===== config.mk =====
export PLATFORM = sky130hd
export DESIGN_NAME = pbus_regslave
export DESIGN_NICKNAME = d
export VERILOG_FILES = /design/src/rtl/pbus_pkg.sv /design/src/rtl/pbus_rst_sync.sv /design/src/rtl/pbus_sync.sv /design/src/rtl/pbus_wr_detect.sv /design/src/rtl/pbus_regfile.sv /design/src/rtl/pbus_regslave.sv
export SDC_FILE = /design/constraint.sdc
export NUM_CORES = 1
export LEC_CHECK = 0
export ABC_AREA = 1
export BUFFER_PORTS_ARGS = -buffer_cell sky130_fd_sc_hd__buf_2
export CAP_MARGIN = 30
export CORE_MARGIN = 1
export CORE_UTILIZATION = 53
export DETAILED_ROUTE_END_ITERATION = 8
export PLACE_DENSITY = 0.79
export SETUP_SLACK_MARGIN = 0.05
export SLEW_MARGIN = 20
export SYNTH_ARGS = -nofsm -noshare
export SYNTH_HDL_FRONTEND = slang
export SYNTH_SLANG_ARGS = --single-unit

===== constraint.sdc =====
create_clock -name clk -period 2.8 [get_ports clk]
set_input_delay 0.28 -clock clk [delete_from_list [all_inputs] [get_ports clk]]
set_output_delay 0.28 -clock clk [all_outputs]
set_load 0.03 [all_outputs]

===== src/rtl/pbus_pkg.sv =====
package pbus_pkg;
  localparam int unsigned PB_ADDR_W = 8;
  localparam int unsigned PB_DATA_W = 8;
  localparam int unsigned PB_REG_AW = 3;
  localparam int unsigned PB_SYNC_N = 2;

  // synchronized control levels, all active high
  typedef struct packed {
    logic act_wr;
    logic act_rd;
    logic act_sel;
  } pb_ctl_t;
endpackage


===== src/rtl/pbus_rst_sync.sv =====
module pbus_rst_sync #(
  parameter int unsigned STAGES = 2
) (
  input  logic clk,
  input  logic rst_async,
  output logic rst_o
);
  logic [STAGES-1:0] chain_q;

  always_ff @(posedge clk or posedge rst_async) begin
    if (rst_async) chain_q <= '1;
    else           chain_q <= {chain_q[STAGES-2:0], 1'b0};
  end

  assign rst_o = chain_q[STAGES-1];
endmodule


===== src/rtl/pbus_sync.sv =====
module pbus_sync #(
  parameter int unsigned W      = 1,
  parameter int unsigned STAGES = 2
) (
  input  logic         clk,
  input  logic         rst,
  input  logic [W-1:0] d,
  output logic [W-1:0] q
);
  logic [W-1:0] stg_q [STAGES];

  always_ff @(posedge clk or posedge rst) begin
    if (rst) begin
      for (int s = 0; s < STAGES; s++) stg_q[s] <= '0;
    end else begin
      stg_q[0] <= d;
      for (int s = 1; s < STAGES; s++) stg_q[s] <= stg_q[s-1];
    end
  end

  assign q = stg_q[STAGES-1];
endmodule


===== src/rtl/pbus_wr_detect.sv =====
module pbus_wr_detect
  import pbus_pkg::*;
#(
  parameter int unsigned ADDR_W = PB_ADDR_W,
  parameter int unsigned DATA_W = PB_DATA_W,
  parameter int unsigned REG_AW = PB_REG_AW
) (
  input  logic              clk,
  input  logic              rst,
  input  pb_ctl_t           ctl,
  input  logic [ADDR_W-1:0] addr,
  input  logic [DATA_W-1:0] data,
  output logic              we,
  output logic [REG_AW-1:0] waddr,
  output logic [DATA_W-1:0] wdata
);
  logic wr_prev_q;
  logic fire;
  logic in_win;

  assign in_win = (addr[ADDR_W-1:REG_AW] == '0);
  assign fire   = ctl.act_wr & ~wr_prev_q & ctl.act_sel & ~ctl.act_rd;

  always_ff @(posedge clk or posedge rst) begin
    if (rst) begin
      wr_prev_q <= 1'b0;
      we        <= 1'b0;
      waddr     <= '0;
      wdata     <= '0;
    end else begin
      wr_prev_q <= ctl.act_wr;
      we        <= fire & in_win;
      if (fire) begin
        waddr <= addr[REG_AW-1:0];
        wdata <= data;
      end
    end
  end
endmodule


===== src/rtl/pbus_regfile.sv =====
module pbus_regfile #(
  parameter int unsigned DATA_W = 8,
  parameter int unsigned REG_AW = 3,
  localparam int unsigned NREG  = 1 << REG_AW
) (
  input  logic                   clk,
  input  logic                   rst,
  input  logic                   we,
  input  logic [REG_AW-1:0]      waddr,
  input  logic [DATA_W-1:0]      wdata,
  input  logic [REG_AW-1:0]      raddr,
  output logic [DATA_W-1:0]      rdata,
  output logic [NREG*DATA_W-1:0] flat
);
  logic [DATA_W-1:0] reg_q [NREG];

  for (genvar g = 0; g < NREG; g++) begin : g_reg
    always_ff @(posedge clk or posedge rst) begin
      if (rst)                              reg_q[g] <= '0;
      else if (we && waddr == REG_AW'(g))   reg_q[g] <= wdata;
    end
    assign flat[g*DATA_W +: DATA_W] = reg_q[g];
  end

  assign rdata = reg_q[raddr];
endmodule


===== src/rtl/pbus_regslave.sv =====
module pbus_regslave
  import pbus_pkg::*;
#(
  parameter int unsigned ADDR_W      = PB_ADDR_W,
  parameter int unsigned DATA_W      = PB_DATA_W,
  parameter int unsigned REG_AW      = PB_REG_AW,
  parameter int unsigned SYNC_STAGES = PB_SYNC_N,
  parameter int unsigned SEL_IDX     = 0,
  localparam int unsigned NREG       = 1 << REG_AW
) (
  input  logic                   clk,
  input  logic                   mreset,
  input  logic [ADDR_W-1:0]      addr,
  input  logic [DATA_W-1:0]      data_in,
  output logic [DATA_W-1:0]      data_out,
  output logic                   data_oe,
  input  logic                   wr_n,
  input  logic                   rd_n,
  input  logic [1:0]             sel_n,
  output logic [NREG*DATA_W-1:0] regs_flat
);
  logic              rst_int;
  logic [2:0]        ctl_raw;
  logic [2:0]        ctl_q;
  pb_ctl_t           ctl_s;
  logic              we;
  logic [REG_AW-1:0] waddr;
  logic [DATA_W-1:0] wdata;
  logic [DATA_W-1:0] rdata;
  logic              own_sel;
  logic              rd_hit;
  logic              rd_in_win;

  pbus_rst_sync #(.STAGES(SYNC_STAGES)) u_rst (
    .clk(clk), .rst_async(mreset), .rst_o(rst_int)
  );

  assign own_sel = ~sel_n[SEL_IDX];
  assign ctl_raw = {~wr_n, ~rd_n, own_sel};

  pbus_sync #(.W(3), .STAGES(SYNC_STAGES)) u_ctl_sync (
    .clk(clk), .rst(rst_int), .d(ctl_raw), .q(ctl_q)
  );
  assign ctl_s = pb_ctl_t'(ctl_q);

  pbus_wr_detect #(.ADDR_W(ADDR_W), .DATA_W(DATA_W), .REG_AW(REG_AW)) u_wr (
    .clk(clk), .rst(rst_int), .ctl(ctl_s), .addr(addr), .data(data_in),
    .we(we), .waddr(waddr), .wdata(wdata)
  );

  pbus_regfile #(.DATA_W(DATA_W), .REG_AW(REG_AW)) u_rf (
    .clk(clk), .rst(rst_int), .we(we), .waddr(waddr), .wdata(wdata),
    .raddr(addr[REG_AW-1:0]), .rdata(rdata), .flat(regs_flat)
  );

  // read path is combinational from the strobes; reset and a write conflict block it
  assign rd_hit    = ~rd_n & own_sel & wr_n & ~mreset;
  assign rd_in_win = (addr[ADDR_W-1:REG_AW] == '0);
  assign data_oe   = rd_hit;
  assign data_out  = (rd_hit && rd_in_win) ? rdata : '0;
endmodule


==> out/metrics.yaml, run 1 <==
ys_types: 22
dr.pass1.iters: 5
grt_overflow: 0
status: "finished, final reports clean"
die-area_sq_um: 7800
drv_cap: 0
final_nets: 592
seq_area_frac_synth: 0.539
gp_congestion: 0.884
irDropWorstVdd_v: 0.000403
rsz0062_at_grt: "no"
antenna_found_initial: 0
cts_buffers: 9
io_pins: 95
relSlewSlack: 0.454
cp_data_required_time_ps: 2520
areaGrowthSynthToFinish_pct: 18.4
placementRows: 31
final_design_area_no_fill_sq_um: 4680
period_minus_slack_ps: 2440
worstPathArrival_ps: 2160
p_leak_nw: 2.49
synth_seq_cells: 85
slew_viol_final: 0
dpl.hpwl_mm: 6.75
path_class: "in2out"
finalClockSkew_ps: 10.1
vias: 3435
hp-class: "in2reg"
antenna_cells: 0
numPortBuffers: 93
die_w_um: 88.3
drive_above_1_share: 0.247
layout_commonest_cell: "nand2_1"
cts_root_buffer: "clkbuf_8"
grt_usage: 0.265
finalSetupTns_ps: 0
utilization: 0.648
clk_pin_slew_worst_paths_ps: 80
cts-htree-levels: 3
layout_common_cells: "nand2_1, buf_2, dfrtp_1"
netlist_area_sq_um: 3950
syn_area_per_cell_sq_um: 8.18
drtIter0Drc: 305
finalCritPeriodShare: 0.870
drt_wl_total_mm: 9.84
synth_nets: 505
cts_tree: "done"
postSynthCellCount: 483
setup_viol: 0
cp_max_fo: 8
report.final.hold_viol_count: 0
power_mw: 2.63
via_per_inst: 5.10
pwr_density_cell_nw_per_um2: 563
multi_input_area_sq_um: 1420
grt_first_pass_wirelength_mm: 15.3
wl_per_cell_um: 14.6
fill_cells: 639
dieHeight_um: 88.3
worst_pin_slew_ps: 816
place_area_sq_um: 4440
cts_resized: 0
core_region_area_sq_um: 7210
clockBufferDepth: 2
drc: 0
crit_path_end_kind: "output pin"
grt_max_degree: 64
yosysWarnings: 0
timing.fmax_mhz: 411
start_util: 0.547
grt_pass1_vias: 3045
ant_nets: 0
cp-start-kind: "input pin"
cts.sinks: 85
clk_latency_ps: 350
regArea_sq_um: 2130
==> sequential cells by signal (all words and copies together) (netlist names) <==
register and count:
u_wr.waddr 3, u_wr.wdata 8, u_rf.flat 64, u_ctl_sync.stg_q 3, u_ctl_sync.q 3, u_rst.chain_q 2, u_wr.we 1, u_wr.wr_prev_q 1
==> power breakdown <==
part / internal [mW] / switching (mW) / total, mW
registers: 1.28 / 0.0391 / 1.32
clock network: 0.529 / 0.447 / 0.976
logic: 0.0795 / 0.255 / 0.335
total: 1.89 / 0.741 / 2.63
==> worst max-delay path, cell delays in order <==
cell           delay, ps
dlygate4sd3_1        530
buf_2                120
inv_1                 90
nand4_1              130
nor2_1               490
nand2_1              190
nor2_1               120
buf_2                200
==> Yosys cell counts <==
| master | n | area (sq um) |
|---|---|---|
| clkinv_1 | 1 | 3.75 |
| nand4_1 | 1 | 6.26 |
| clkbuf_2 | 1 | 5.00 |
| clkbuf_1 | 3 | 11.3 |
| a21oi_1 | 8 | 40.0 |
| inv_2 | 2 | 7.51 |
| inv_1 | 66 | 248 |
| nand2_1 | 138 | 518 |
| nand3_1 | 33 | 165 |
| o21ai_2 | 24 | 210 |
| nor3_4 | 1 | 16.3 |
| nor2_1 | 49 | 184 |
| dfrtp_1 | 83 | 2080 |
| buf_4 | 2 | 15.0 |
| buf_6 | 6 | 67.6 |
| o21ai_0 | 43 | 215 |
| dfstp_2 | 2 | 52.6 |
| buf_2 | 9 | 45.0 |
| nand3b_1 | 1 | 7.51 |
| o21ai_1 | 8 | 40.0 |
| conb_1 | 1 | 3.75 |
| nand3_2 | 1 | 10.0 |
==> stage by stage <==
stage          instances  worst slack (ps)  hold WS (ps)
2_1_floorplan        483               324           207
3_3_place_gp         657               925           265
3_5_place_dp         657               890           286
4_1_cts              674               378          59.2
5_1_grt              674               191          61.3
6_report             674               364          74.7
==> kinds of logic (layout without fill, tap and decap cells) <==
logic type | count (synthesis) | count (layout) | share of synthesized area
buf+inv | 90 | 182 | 0.102
simple gates | 224 | 224 | 0.230
compound gates | 83 | 83 | 0.128
flops | 85 | 85 | 0.539
other cells | 1 | 1 | 0.000950
==> repair_timing <==
action,in CTS,in global routing
endpoints found under the hold margin,2,0
setup buffers,0,0
hold buffers,1,0
==> path summary, 6_finish.rpt <==
kind	from	endpoint	slack, ps	cells past startpoint
worst min-delay path	wr_n	u_ctl_sync.stg_q[5]	70	2
worst min register to register	u_rst.chain_q[1]	u_ctl_sync.stg_q[5]	280	1
worst max-delay path	mreset	data_out[1]	360	8
worst max register to register	u_wr.wr_prev_q	u_wr.waddr[1]	1250	3
max in group asynchronous	u_rst.chain_q[1]	u_rf.flat[17]	1820	2
min in group asynchronous	u_rst.chain_q[1]	u_ctl_sync.stg_q[5]	280	1
==> cell type report <==
cell class | count | area share
flip-flops and latches | 85 | 0.455
multi-input cells | 308 | 0.303
repair buffers | 97 | 0.112
inverters | 69 | 0.0554
clock buffers | 11 | 0.0302
well taps | 99 | 0.0265
clock inverters | 5 | 0.0179
==> per-layer routing <==
metal,part of all wire,global-route usage
met2,0.46,0.397
met1,0.44,0.375
met5,0,0
met3,0.074,0.0513
met4,0.031,0.122
Note: power is estimated with default switching activity, not from simulation.
==> inputs of run 2 (changes only) <==
Settings changed: ABC_AREA 1 to unset, PLACE_DENSITY 0.79 to 0.8.
==> out/metrics.yaml, run 2 <==
synth_top_area_frac: 0.550
rsz0062_at_grt: "no"
postSynth.topFlopCell: "dfrtp_1"
die-area_sq_um: 7470
cp-startpoint: "mreset"
dpl.hpwl_mm: 5.71
largest_reg_flops: 64
cts_buffers: 9
cts-htree-levels: 3
grt_pass1_vias: 2464
areaGrowthSynthToFinish_pct: 18.7
finalSetupTns_ps: 0
fill_cells: 537
crit_path_max_incr_delay_ps: 530
period_minus_slack_ps: 2390
drc: 0
setup_viol: 0
via_per_inst: 5.49
synth_largest_area_cell: "dfrtp_1"
finalClockSkew_ps: 12.0
grt_max_degree: 46
grt_first_pass_wirelength_mm: 13.0
clockBufferDepth: 2
ys_types: 31
worstPathCellList: "dlygate4sd3_1, buf_2, nor4b_4, nand3_4, a2111oi_1, buf_2"
yosysWarnings: 0
cp-endpoint: "data_out[6]"
worstPathArrival_ps: 2110
synth_commonest_cells: "dfrtp_1, mux2_2, nor2b_1"
path_class: "in2out"
syn_area_per_cell_sq_um: 15.5
regArea_sq_um: 2130
relSlewSlack: 0.436
core_region_area_sq_um: 6830
clk_pin_slew_worst_paths_ps: 90
r2r-end: "u_rf.flat[33]"
postSynthCellCount: 244
r2r_slack_ps: 1020
grt_usage: 0.237
cts_root_buffer: "clkbuf_8"
p_leak_nw: 2.35
pwr_density_cell_nw_per_um2: 525
worst_pin_slew_ps: 847
cp_data_required_time_ps: 2520
wl_per_cell_um: 18.7
hp-class: "in2reg"
multi_input_area_sq_um: 1540
cpMostUsedCell: "buf_2"
status: "finished, final reports clean"
grt_use_met1: 0.325
dieHeight_um: 86.4
netlist_area_sq_um: 3780
cts_tree: "done"
cts.sinks: 85
reg2reg_depth: 2
grt_overflow: 0
start_util: 0.553
worst_path_max_delay_cell: "dlygate4sd3_1"
antenna_cells: 0
synth_seq_cells: 85
finalCritPeriodShare: 0.853
use_met2: 0.391
hold_start: "wr_n"
drive_above_1_share: 0.603
drtIter0Drc: 126
synth_edf_count: 0
yosysMostFrequentCell: "dfrtp_1"
timing.fmax_mhz: 419
slew_viol_final: 0
crit_path_end_kind: "output pin"
layout_common_cells: "buf_2, dfrtp_1, mux2_2"
numPortBuffers: 93
report.final.hold_viol_count: 0
synth_area_leaders: "dfrtp_1, mux2_2, mux4_2"
final_nets: 362
io_pins: 95
irDropWorstVdd_v: 0.000369
vias: 2420
async_reset_ff_frac: 1.00
gp_congestion: 0.760
power_mw: 2.35
antenna_found_initial: 0
drv_cap: 0
placementRows: 30
die_w_um: 86.4
r2r_start: "u_wr.waddr[0]"
cp-start-kind: "input pin"
dr.pass1.iters: 4
grt_busiest_layer: "met2"
synth_nets: 266
clk_latency_ps: 350
cp_max_fo: 8
met3_usage: 0.0343
seq_area_frac_synth: 0.564
ant_nets: 0
layout_commonest_cell: "buf_2"
drt_wl_total_mm: 8.24
[run 2: cell types whose count changed in the layout (fill, tap and decap cells not counted), sizes merged, moves of 9 or more]
cell,previous run,this run
a2111oi,0,9
nand3,34,1
nor2b,0,9
mux2,0,76
nand2,138,2
nor2,49,8
inv,68,5
o21ai,75,0
[run 2: metrics by stage]
step	cell area [sq um]	hold WS [ps]	instances	util	setup WS (ps)
after global placement	4300	334	424	0.629	497
after CTS	4480	82.2	441	0.656	404
after floorplan	3780	192	244	-	242
final	4480	86.5	441	0.656	411
after global routing	4480	75.7	441	0.656	324
after detailed placement	4300	336	424	0.629	484
[run 2: logic make-up after synthesis]
group                  Yosys count  synth area share
flip-flops                      85             0.564
other                            1          0.000993
multiplexers                    91             0.293
AND/OR/NAND/NOR                 34            0.0732
buffers and inverters           17            0.0278
AO/OA/AOI/OAI                   16            0.0414
[run 2: repair_timing]
action                    4_1_cts  5_1_grt
hold endpoints to repair        2        0
resized for setup               0        0
buffers inserted                0        0
hold buffers                    1        0
[run 2: final cells by class]
type	count	area share
Clock buffer	11	0.0315
Sequential cell	85	0.475
Multi-Input combinational cell	142	0.344
Inverter	6	0.00530
Clock inverter	5	0.00809
Timing Repair Buffer	96	0.109
Tap cell	96	0.0268
[run 2: how the worst min path moves through the flow]
stage                          endpoint  slack, ps  cells past startpoint
finish              u_ctl_sync.stg_q[5]         90                      2
global route        u_ctl_sync.stg_q[5]         80                      2
CTS                 u_ctl_sync.stg_q[5]         80                      2
detailed placement      u_ctl_sync.q[2]        340                      0
global placement        u_ctl_sync.q[2]        330                      0
floorplan              u_rst.chain_q[0]        190                      1
[run 2: where the power goes]
group          switching, mW  total [mW]  internal (mW)
combinational          0.100       0.186         0.0858
sequential             0.104        1.38           1.28
clock                  0.436       0.783          0.347
[run 2: critical path, delay by kind of cell]
family / cells / cell delay [ps]
buffers and inverters: 3 / 940
and+or+nand+nor: 2 / 480
AOI/OAI and AO/OA: 1 / 400
[run 2: per-layer routing]
metal  wire (um)  vias up  share of wire
li1            -     1091              -
met1        3730     1259           0.45
met2        4100       59           0.50
met3         302       11          0.037
met4         108        0          0.013
met5           0        -              0
==> inputs of run 3 (changes only) <==
Settings changed: RECOVER_POWER set to 50.
==> out/metrics.yaml, run 3 (synthesized netlist as in run 2, its figures left out) <==
placementRows: 30
min_to: "u_ctl_sync.stg_q[5]"
hold_depth: 2
cp_data_required_time_ps: 2520
pwr_density_cell_nw_per_um2: 533
drc: 0
die_w_um: 86.4
final_nets: 362
numPortBuffers: 93
grt_pass1_vias: 2464
grt_usage: 0.237
path_class: "in2out"
dpl.hpwl_mm: 5.71
drv_cap: 1
reg2reg_depth: 2
wl_met1_mm: 3.71
top_layer_used: "met4"
drtIter0Drc: 128
grt_first_pass_wirelength_mm: 13.0
via_per_inst: 5.53
timing.fmax_mhz: 418
seqPwrFrac: 0.589
rsz0062_at_grt: "no"
drive_above_1_share: 0.438
worstPathArrival_ps: 2110
dieHeight_um: 86.4
cp-start-kind: "input pin"
clkPwrFrac: 0.333
clk_latency_ps: 340
route.met2.wl_mm: 4.09
intPower_mw: 1.71
cts-htree-levels: 3
relSlewSlack: -0.316
cts_tree: "done"
layout_common_cells: "dfrtp_1, mux2_2, clkbuf_1"
p_sw_frac: 0.273
timing.hold.ws_ps: 87.2
io_pins: 95
p_leak_nw: 2.10
postCtsSetupRepairBufs: 0
hold_start: "wr_n"
power_mw: 2.35
finalSetupTns_ps: 0
areaGrowthSynthToFinish_pct: 16.8
start_util: 0.553
report.final.hold_viol_count: 0
dr.pass1.iters: 5
comb_power_share: 0.078
status: "finished with violations"
r2r-end: "u_rf.flat[59]"
finalCritPeriodShare: 0.854
slew_viol_final: 46
worst_pin_slew_ps: 1960
wl_met3_um: 320
fill_cells: 554
largest_reg_flops: 64
r2r_slack_ps: 680
violations: "max-capacitance violations, max-slew violations"
core_region_area_sq_um: 6830
hp-class: "in2reg"
cts_root_buffer: "clkbuf_8"
period_minus_slack_ps: 2390
antenna_cells: 0
clockBufferDepth: 2
grt_max_degree: 46
gp_congestion: 0.760
crit_path_end_kind: "output pin"
cts.sinks: 85
r2r_start: "u_rst.chain_q[1]"
antenna_found_initial: 0
wl_per_cell_um: 18.6
irDropWorstVdd_v: 0.000368
vias: 2439
drt_wl_total_mm: 8.22
p_sw_mw: 0.641
die-area_sq_um: 7470
cts_buffers: 9
ant_nets: 0
cp_max_fo: 8
finalClockSkew_ps: 11.1
setup_viol: 0
clk_pin_slew_worst_paths_ps: 90
layout_commonest_cell: "dfrtp_1"
grt_overflow: 0
run 3: cell count changes in the layout (fill, tap and decap cells not counted):
cell / previous run / this run
clkbuf_1: 1 / 58
buf_2: 93 / 37
buf_4: 2 / 1
clkinv_2: 2 / 1
clkinvlp_2: 0 / 1
run 3: power groups by stage:
stage	clock [mW]	combinational, mW	sequential [mW]
after floorplan	0	0.148	1.37
after global placement	0	0.181	1.40
after detailed placement	0	0.187	1.41
after CTS	0.786	0.189	1.38
after global routing	0.840	0.199	1.40
final	0.783	0.182	1.38
run 3: layout make-up:
| class | instances | area, sq um | area share |
|---|---|---|---|
| clock inverters | 5 | 36.3 | 0.00823 |
| inverters | 6 | 23.8 | 0.00539 |
| flip-flops and latches | 85 | 2130 | 0.483 |
| clock buffers | 11 | 141 | 0.0321 |
| multi-input cells | 142 | 1540 | 0.350 |
| repair buffers | 96 | 417 | 0.0945 |
| well taps | 96 | 120 | 0.0272 |
run 3: repair_timing:
item	CTS	global route
hold buffers	1	0
hold endpoints to repair	2	0
gates resized for setup	0	0
run 3: worst max path at each step:
stage | slack [ps] | from | end | cells after the start
after floorplan | 240 | rd_n | data_out[6] | 3
after global placement | 500 | addr[0] | data_out[6] | 5
after detailed placement | 480 | addr[0] | data_out[3] | 5
after CTS | 400 | mreset | data_out[6] | 6
after global routing | 260 | u_rst.chain_q[1] | u_rf.flat[59] | 2
final | 410 | mreset | data_out[6] | 6
run 3: per-layer routing:
| metal | up-vias | track usage |
|---|---|---|
| li1 | 1100 | - |
| met5 | - | 0 |
| met2 | 67 | 0.391 |
| met1 | 1264 | 0.325 |
| met3 | 8 | 0.0343 |
| met4 | 0 | 0.0803 |
run 3: critical path: stages:
cell and delay, ps:
dlygate4sd3_1 530, clkbuf_1 130, nor4b_4 280, nand3_4 210
a2111oi_1 400, buf_2 270
run 3: stage by stage:
step	instance area, sq um	instances	worst slack [ps]	utilization
3_3_place_gp	4300	424	497	0.629
2_1_floorplan	3780	244	242	-
5_1_grt	4410	441	258	0.646
3_5_place_dp	4300	424	484	0.629
6_report	4410	441	410	0.646
4_1_cts	4480	441	404	0.656
